`src/rtl/i2cm_pkg.sv`:
```
package i2cm_pkg;
  typedef enum logic [2:0] {
    ST_IDLE, ST_START, ST_HOLD, ST_BIT, ST_WAIT, ST_ACK, ST_FIN, ST_STOP
  } i2cm_state_t;

  // a released (sent 1) line that reads low means another master won
  function automatic logic bit_lost(input logic sent, input logic seen);
    return sent & ~seen;
  endfunction

  function automatic logic quarter_last(input int unsigned cnt, input int unsigned per_q);
    return cnt == per_q - 1;
  endfunction
endpackage

```
`src/rtl/i2cm_qtick.sv`:
```
module i2cm_qtick #(
  parameter int unsigned QDIV = 8
) (
  input  logic clk,
  input  logic rst_n,
  input  logic clr,
  output logic tick
);
  localparam int unsigned CW = (QDIV > 1) ? $clog2(QDIV) : 1;
  logic [CW-1:0] cnt;

  assign tick = i2cm_pkg::quarter_last(int'(cnt), QDIV);

  always_ff @(posedge clk or negedge rst_n) begin
    if (!rst_n)          cnt <= '0;
    else if (clr || tick) cnt <= '0;
    else                 cnt <= cnt + 1'b1;
  end
endmodule

```
`src/rtl/i2cm_shreg.sv`:
```
module i2cm_shreg #(
  parameter int unsigned W = 8
) (
  input  logic         clk,
  input  logic         rst_n,
  input  logic         load,
  input  logic [W-1:0] load_val,
  input  logic         shift,
  input  logic         sin,
  output logic [W-1:0] q
);
  always_ff @(posedge clk or negedge rst_n) begin
    if (!rst_n)     q <= '0;
    else if (load)  q <= load_val;
    else if (shift) q <= {q[W-2:0], sin};
  end
endmodule

```
`src/rtl/i2cm_master.sv`:
```
module i2cm_master #(
  parameter int unsigned DATA_W = 8,
  parameter int unsigned QDIV   = 8
) (
  input  logic              clk,
  input  logic              rst_n,
  input  logic              cmd_start,
  input  logic              cmd_stop,
  input  logic              byte_go,
  input  logic [DATA_W-1:0] tx_byte,
  input  logic              dir_rx,
  input  logic              mode_sync,
  input  logic              wait_en,
  input  logic              flag_clr,
  input  logic              sda_in,
  output logic              scl_oe,
  output logic              sda_oe,
  output logic [DATA_W-1:0] rx_byte,
  output logic              rx_ack,
  output logic              flag_tend,
  output logic              flag_start,
  output logic              flag_arb
);
  import i2cm_pkg::*;

  localparam int unsigned BCW = (DATA_W > 1) ? $clog2(DATA_W) : 1;
  localparam logic [BCW-1:0] LAST_BIT = BCW'(DATA_W - 1);

  i2cm_state_t     state;
  logic [1:0]      q;
  logic [BCW-1:0]  bit_cnt;
  logic            sync_q, rx_q;
  logic            tick, tick_clr;
  logic            sh_load, sh_shift, sh_msb;
  logic [DATA_W-1:0] sh_q;

  // named events for the checker
  logic in_xfer, wait_hold, st_wait;
  assign st_wait   = (state == ST_WAIT);
  assign wait_hold = st_wait && (q != 2'd0);
  assign in_xfer   = (state == ST_BIT) || (state == ST_ACK);

  assign tick_clr = (state == ST_IDLE) || (state == ST_HOLD) || wait_hold;
  assign sh_load  = byte_go && (((state == ST_IDLE) && mode_sync) || (state == ST_HOLD));
  assign sh_shift = (state == ST_BIT) && tick && (q == 2'd3);
  assign sh_msb   = sh_q[DATA_W-1];

  i2cm_qtick #(.QDIV(QDIV)) u_qtick (
    .clk(clk), .rst_n(rst_n), .clr(tick_clr), .tick(tick)
  );

  i2cm_shreg #(.W(DATA_W)) u_shreg (
    .clk(clk), .rst_n(rst_n), .load(sh_load),
    .load_val(dir_rx ? {DATA_W{1'b1}} : tx_byte),
    .shift(sh_shift), .sin(sda_in), .q(sh_q)
  );

  always_ff @(posedge clk or negedge rst_n) begin
    if (!rst_n) begin
      state <= ST_IDLE; q <= '0; bit_cnt <= '0;
      sync_q <= 1'b0; rx_q <= 1'b0;
      scl_oe <= 1'b0; sda_oe <= 1'b0;
      rx_byte <= '0; rx_ack <= 1'b0;
      flag_tend <= 1'b0; flag_start <= 1'b0; flag_arb <= 1'b0;
    end else begin
      if (flag_clr) begin
        flag_tend <= 1'b0; flag_start <= 1'b0; flag_arb <= 1'b0;
      end
      unique case (state)
        ST_IDLE: begin
          q <= '0;
          if (cmd_start && !mode_sync) begin
            state <= ST_START; sync_q <= 1'b0;
          end else if (byte_go && mode_sync) begin
            state <= ST_BIT; sync_q <= 1'b1; rx_q <= dir_rx; bit_cnt <= '0;
          end
        end
        ST_START: if (tick) begin
          q <= q + 2'd1;
          if (q == 2'd1) sda_oe <= 1'b1;
          if (q == 2'd3) begin
            scl_oe <= 1'b1; flag_start <= 1'b1; state <= ST_HOLD; q <= '0;
          end
        end
        ST_HOLD: begin
          if (byte_go) begin
            state <= ST_BIT; rx_q <= dir_rx; bit_cnt <= '0; q <= '0;
          end else if (cmd_stop) begin
            state <= ST_STOP; q <= '0;
          end
        end
        ST_BIT: if (tick) begin
          q <= q + 2'd1;
          unique case (q)
            2'd0: scl_oe <= 1'b1;
            2'd1: sda_oe <= rx_q ? 1'b0 : ~sh_msb;
            2'd2: scl_oe <= 1'b0;
            default: begin
              if (!sync_q && !rx_q && bit_lost(sh_msb, sda_in)) begin
                flag_arb <= 1'b1; scl_oe <= 1'b0; sda_oe <= 1'b0;
                state <= ST_IDLE;
              end else if (bit_cnt == LAST_BIT) begin
                state <= sync_q ? ST_FIN : (wait_en ? ST_WAIT : ST_ACK);
              end else begin
                bit_cnt <= bit_cnt + 1'b1;
              end
            end
          endcase
        end
        ST_WAIT: begin
          if (q == 2'd0) begin
            if (tick) begin
              scl_oe <= 1'b1; flag_tend <= 1'b1; q <= 2'd1;
            end
          end else if (!flag_tend) begin
            state <= ST_ACK; q <= '0;
          end
        end
        ST_ACK: if (tick) begin
          q <= q + 2'd1;
          unique case (q)
            2'd0: scl_oe <= 1'b1;
            2'd1: sda_oe <= rx_q;
            2'd2: scl_oe <= 1'b0;
            default: begin
              if (!rx_q) rx_ack <= sda_in;
              state <= ST_FIN;
            end
          endcase
        end
        ST_FIN: if (tick) begin
          q <= q + 2'd1;
          if (q == 2'd0 && !sync_q) scl_oe <= 1'b1;
          if (q == 2'd1) begin
            sda_oe <= 1'b0; flag_tend <= 1'b1; rx_byte <= sh_q; q <= '0;
            state <= sync_q ? ST_IDLE : ST_HOLD;
          end
        end
        ST_STOP: if (tick) begin
          q <= q + 2'd1;
          unique case (q)
            2'd0: sda_oe <= 1'b1;
            2'd1: scl_oe <= 1'b0;
            2'd2: sda_oe <= 1'b0;
            default: state <= ST_IDLE;
          endcase
        end
        default: state <= ST_IDLE;
      endcase
    end
  end
endmodule

```
`config.mk`:
```
export PLATFORM = sky130hd
export DESIGN_NAME = i2cm_master
export DESIGN_NICKNAME = d
export VERILOG_FILES = /design/src/rtl/i2cm_pkg.sv /design/src/rtl/i2cm_qtick.sv /design/src/rtl/i2cm_shreg.sv /design/src/rtl/i2cm_master.sv
export SDC_FILE = /design/constraint.sdc
export NUM_CORES = 1
export LEC_CHECK = 0
export BUFFER_PORTS_ARGS = -buffer_cell sky130_fd_sc_hd__buf_2
export CAP_MARGIN = 10
export CORE_ASPECT_RATIO = 2
export CORE_UTILIZATION = 59
export CTS_BUF_LIST = sky130_fd_sc_hd__clkbuf_2
export DETAILED_ROUTE_END_ITERATION = 7
export PLACE_DENSITY_LB_ADDON = 0.3
export SETUP_SLACK_MARGIN = 0.3
export SYNTH_ARGS = -nofsm -noshare
export SYNTH_HDL_FRONTEND = slang
export SYNTH_SLANG_ARGS = --single-unit
```
`constraint.sdc`:
```
create_clock -name clk -period 2.4 [get_ports clk]
set_input_delay 0.36 -clock clk [delete_from_list [all_inputs] [get_ports clk]]
set_output_delay 0.36 -clock clk [all_outputs]
set_load 0.02 [all_outputs]
```
==> impl_metrics.toml <==
[status]
status = "finished, violations left"
violations = "negative hold slack"

[placement]
dp_hpwl_mm = 3.38
io_buffers = 31
place_congestion = 0.831
placed_cells = 270

[synthesis]
yosys.area.top_type = "dfrtp_1"
synthArstFlopShare_pct = 100
synth_top_area_share_pct = 42.6
synthesis.nets = 243
muxShareOfSynthArea_pct = 8.33
ys_warn_count = 0
ys_ff_latch = 35
syn_area_per_cell_sq_um = 9.53
yosys.area_share.simple_pct = 20.6
yosysMostFrequentCell = "dfrtp_1"
yosysUniqueCellTypes = 45
synth.yosys.seq_area_share_pct = 42.6
synth-edff-count = 0
synth_area_leaders = "dfrtp_1, mux2_2, ha_1"
synth_xor_area_share_pct = 0
synth_top_family_by_area = "simple AND/OR/NAND/NOR gates"
synthFlopType = "dfrtp_1"
mappedNetlistArea_sq_mm = 0.00206
synth_fa_ha_area_share_pct = 5.47
synth_common_cells = "dfrtp_1, nand2_1, mux2_2"
synth_compound_area_share_pct = 17.7
syn_inst = 216

[critical_path]
slowest_delay_ps = 580
endpoint_kind = "flip-flop"
reg2reg_setup_slack_ps = 320
crit_required_ps = 2700
slowest_stage = "dfrtp_1"
crit_path_cell_trace = "buf_4, a21oi_1, o32ai_1, buf_4, nor4_4, nand2_2, mux2_4"
r2r_cells = 7
critPathArrivalTime_ps = 2380
crit_type = "flip-flop to flip-flop"
crit_fanout = 18
r2r-end = "state[2]$_DFFE_PN0P_"
crit_start = "state[1]$_DFFE_PN0P_"
critPathLaunchType = "flip-flop"
worstReg2RegStart = "state[1]$_DFFE_PN0P_"
critPathMostFrequentCell = "buf_4"

[die]
placementRows = 30
dieArea_sq_mm = 0.00374
coreArea_sq_mm = 0.00334
die_y_microns = 85.5
start_util_pct = 61.6
io_pins = 32
die_w_microns = 43.8

[cts]
cts_tree = "built"
cts_sinks = 35
numCtsBuffers = 5
clkTransAtPathRegs_ps = 190
cts-root-buf = "clkbuf_2"
clk_path_buf_depth = 2
htreeDepth = 2
worstSkewPairLatency_ps = 390
cts_hold_buffers = 0

[pwr]
finalPower_mw = 2.54
leakagePower_nw = 1.09
power_density_mw_per_mm2 = 1110
ir_worst_vdd_mv = 0.673

[sta]
fmax_ghz = 0.480
min_period_over_period_pct = 86.7
relSlewSlack_pct = 50.4
tightest_slew_ps = 744
rsz0062_at_grt = "yes"
finClkSkew_ps = 16.7
slew_viol_final = 0
setup_tns_ps = 0
finalCriticalPeriod_ps = 2080
hold_viol = 1
whs_ps = -0.864
setup_viol = 0

[global_route]
track_usage_pct = 26.9
grt-ovfl-total = 0
antenna_found_initial = 0
grt_max_degree = 36
grt_pass1_vias = 1685
grt_pass1_wl_mm = 7.42

[detailed_routing]
wl_per_cell_microns = 16.4
drt_iter0_drc = 58
vias_per_cell = 6.27
vias = 1756
firstDrtPassIters = 4
drt.antenna.violating_nets = 0
wl_mm = 4.59
drc = 0

[finish]
drive_gt1_share_pct = 27.8
final_cell_count_no_fill = 280
n_antenna_cell = 0
final_nets = 274
syn_to_final_growth_pct = 11.2

[flow_run]
drv_cap = 0

[worst_hold_path]
hold_path_class = "input pin to asynchronous set/reset pin"
[cell families (layout without fill, tap and decap cells)]
group,count (synthesis),count (layout)
mux,15,15
compound gates,53,53
simple gates,80,80
buf+inv,24,56
flops,35,35
fa+ha+maj,9,9
[state kept, by name (all words and copies together) (netlist names), 2 cells and up]
register	flops
u_shreg.q	8
rx_byte	8
u_qtick.cnt	3
bit_cnt	3
q	2
state	3
[layout by cell type, fill, tap and decap left out, types with 3 or more instances in the layout]
master | synthesis | layout
mux2_2 | 13 | 13
a22o_1 | 4 | 4
clkbuf_2 | 0 | 6
a21oi_1 | 11 | 11
a211oi_1 | 3 | 3
nor3_1 | 10 | 10
nand3_1 | 6 | 6
nand2_1 | 28 | 28
o211ai_1 | 3 | 3
a31oi_1 | 9 | 9
buf_4 | 0 | 10
nor2_1 | 12 | 12
ha_1 | 9 | 8
buf_2 | 10 | 31
dfrtp_1 | 35 | 35
nor2b_1 | 5 | 5
o21ai_0 | 7 | 7
inv_1 | 7 | 7
[where the power goes]
group	total [mW]	internal [mW]	switching, mW	leakage, nW
registers	0.957	0.758	0.198	0.429
clock network	0.271	0.0701	0.201	0.0281
logic	1.31	0.580	0.734	0.636
[worst max-delay path by stage]
stage,to,slack (ps),cells past startpoint
after floorplan,state[2]$_DFFE_PN0P_,480,8
after global placement,rx_byte[7]$_DFFE_PN0P_,380,4
after detailed placement,state[2]$_DFFE_PN0P_,370,7
after CTS,state[2]$_DFFE_PN0P_,350,7
after global routing,state[2]$_DFFE_PN0P_,280,7
final,state[2]$_DFFE_PN0P_,320,7
[area by class of cell]
cell class              count  area, sq um
clock buffers               6         30.0
repair buffers             41          230
fillers                   273         1050
multi-input cells         157         1080
well taps                  32         40.0
flip-flops and latches     35          876
clock inverters             2         7.51
inverters                   7         26.3
[stage by stage]
stage	utilization [%]	cell area [sq um]	worst slack, ps
after detailed placement	66.7	2230	375
after global placement	66.7	2230	380
after CTS	67.9	2270	346
after global routing	68.5	2290	277
final	68.5	2290	319
after floorplan	-	2060	479
[repair_timing]
action / CTS / global route
setup buffers: 0 / 2
resized for setup: 0 / 2
endpoints found under the setup margin: 0 / 11
[worst max-delay path: cells and delay by family (launching register included)]
kind                   cells  cell delay [ps]
buffers and inverters      2              450
and+or+nand+nor            2              410
AOI/OAI and AO/OA          2              240
muxes                      1              310
DFF                        1              580
[layer usage]
layer / vias to the layer above / share of wire (%) / global-route usage (%) / routed length [microns]
li1: 845 / - / - / -
met1: 842 / 38 / 26.9 / 1740
met2: 52 / 55 / 48.4 / 2540
met3: 17 / 3.5 / 5.05 / 162
met4: 0 / 3.5 / 16.2 / 159
met5: - / 0 / 0 / 0
Power figures use the tool's default switching activity.
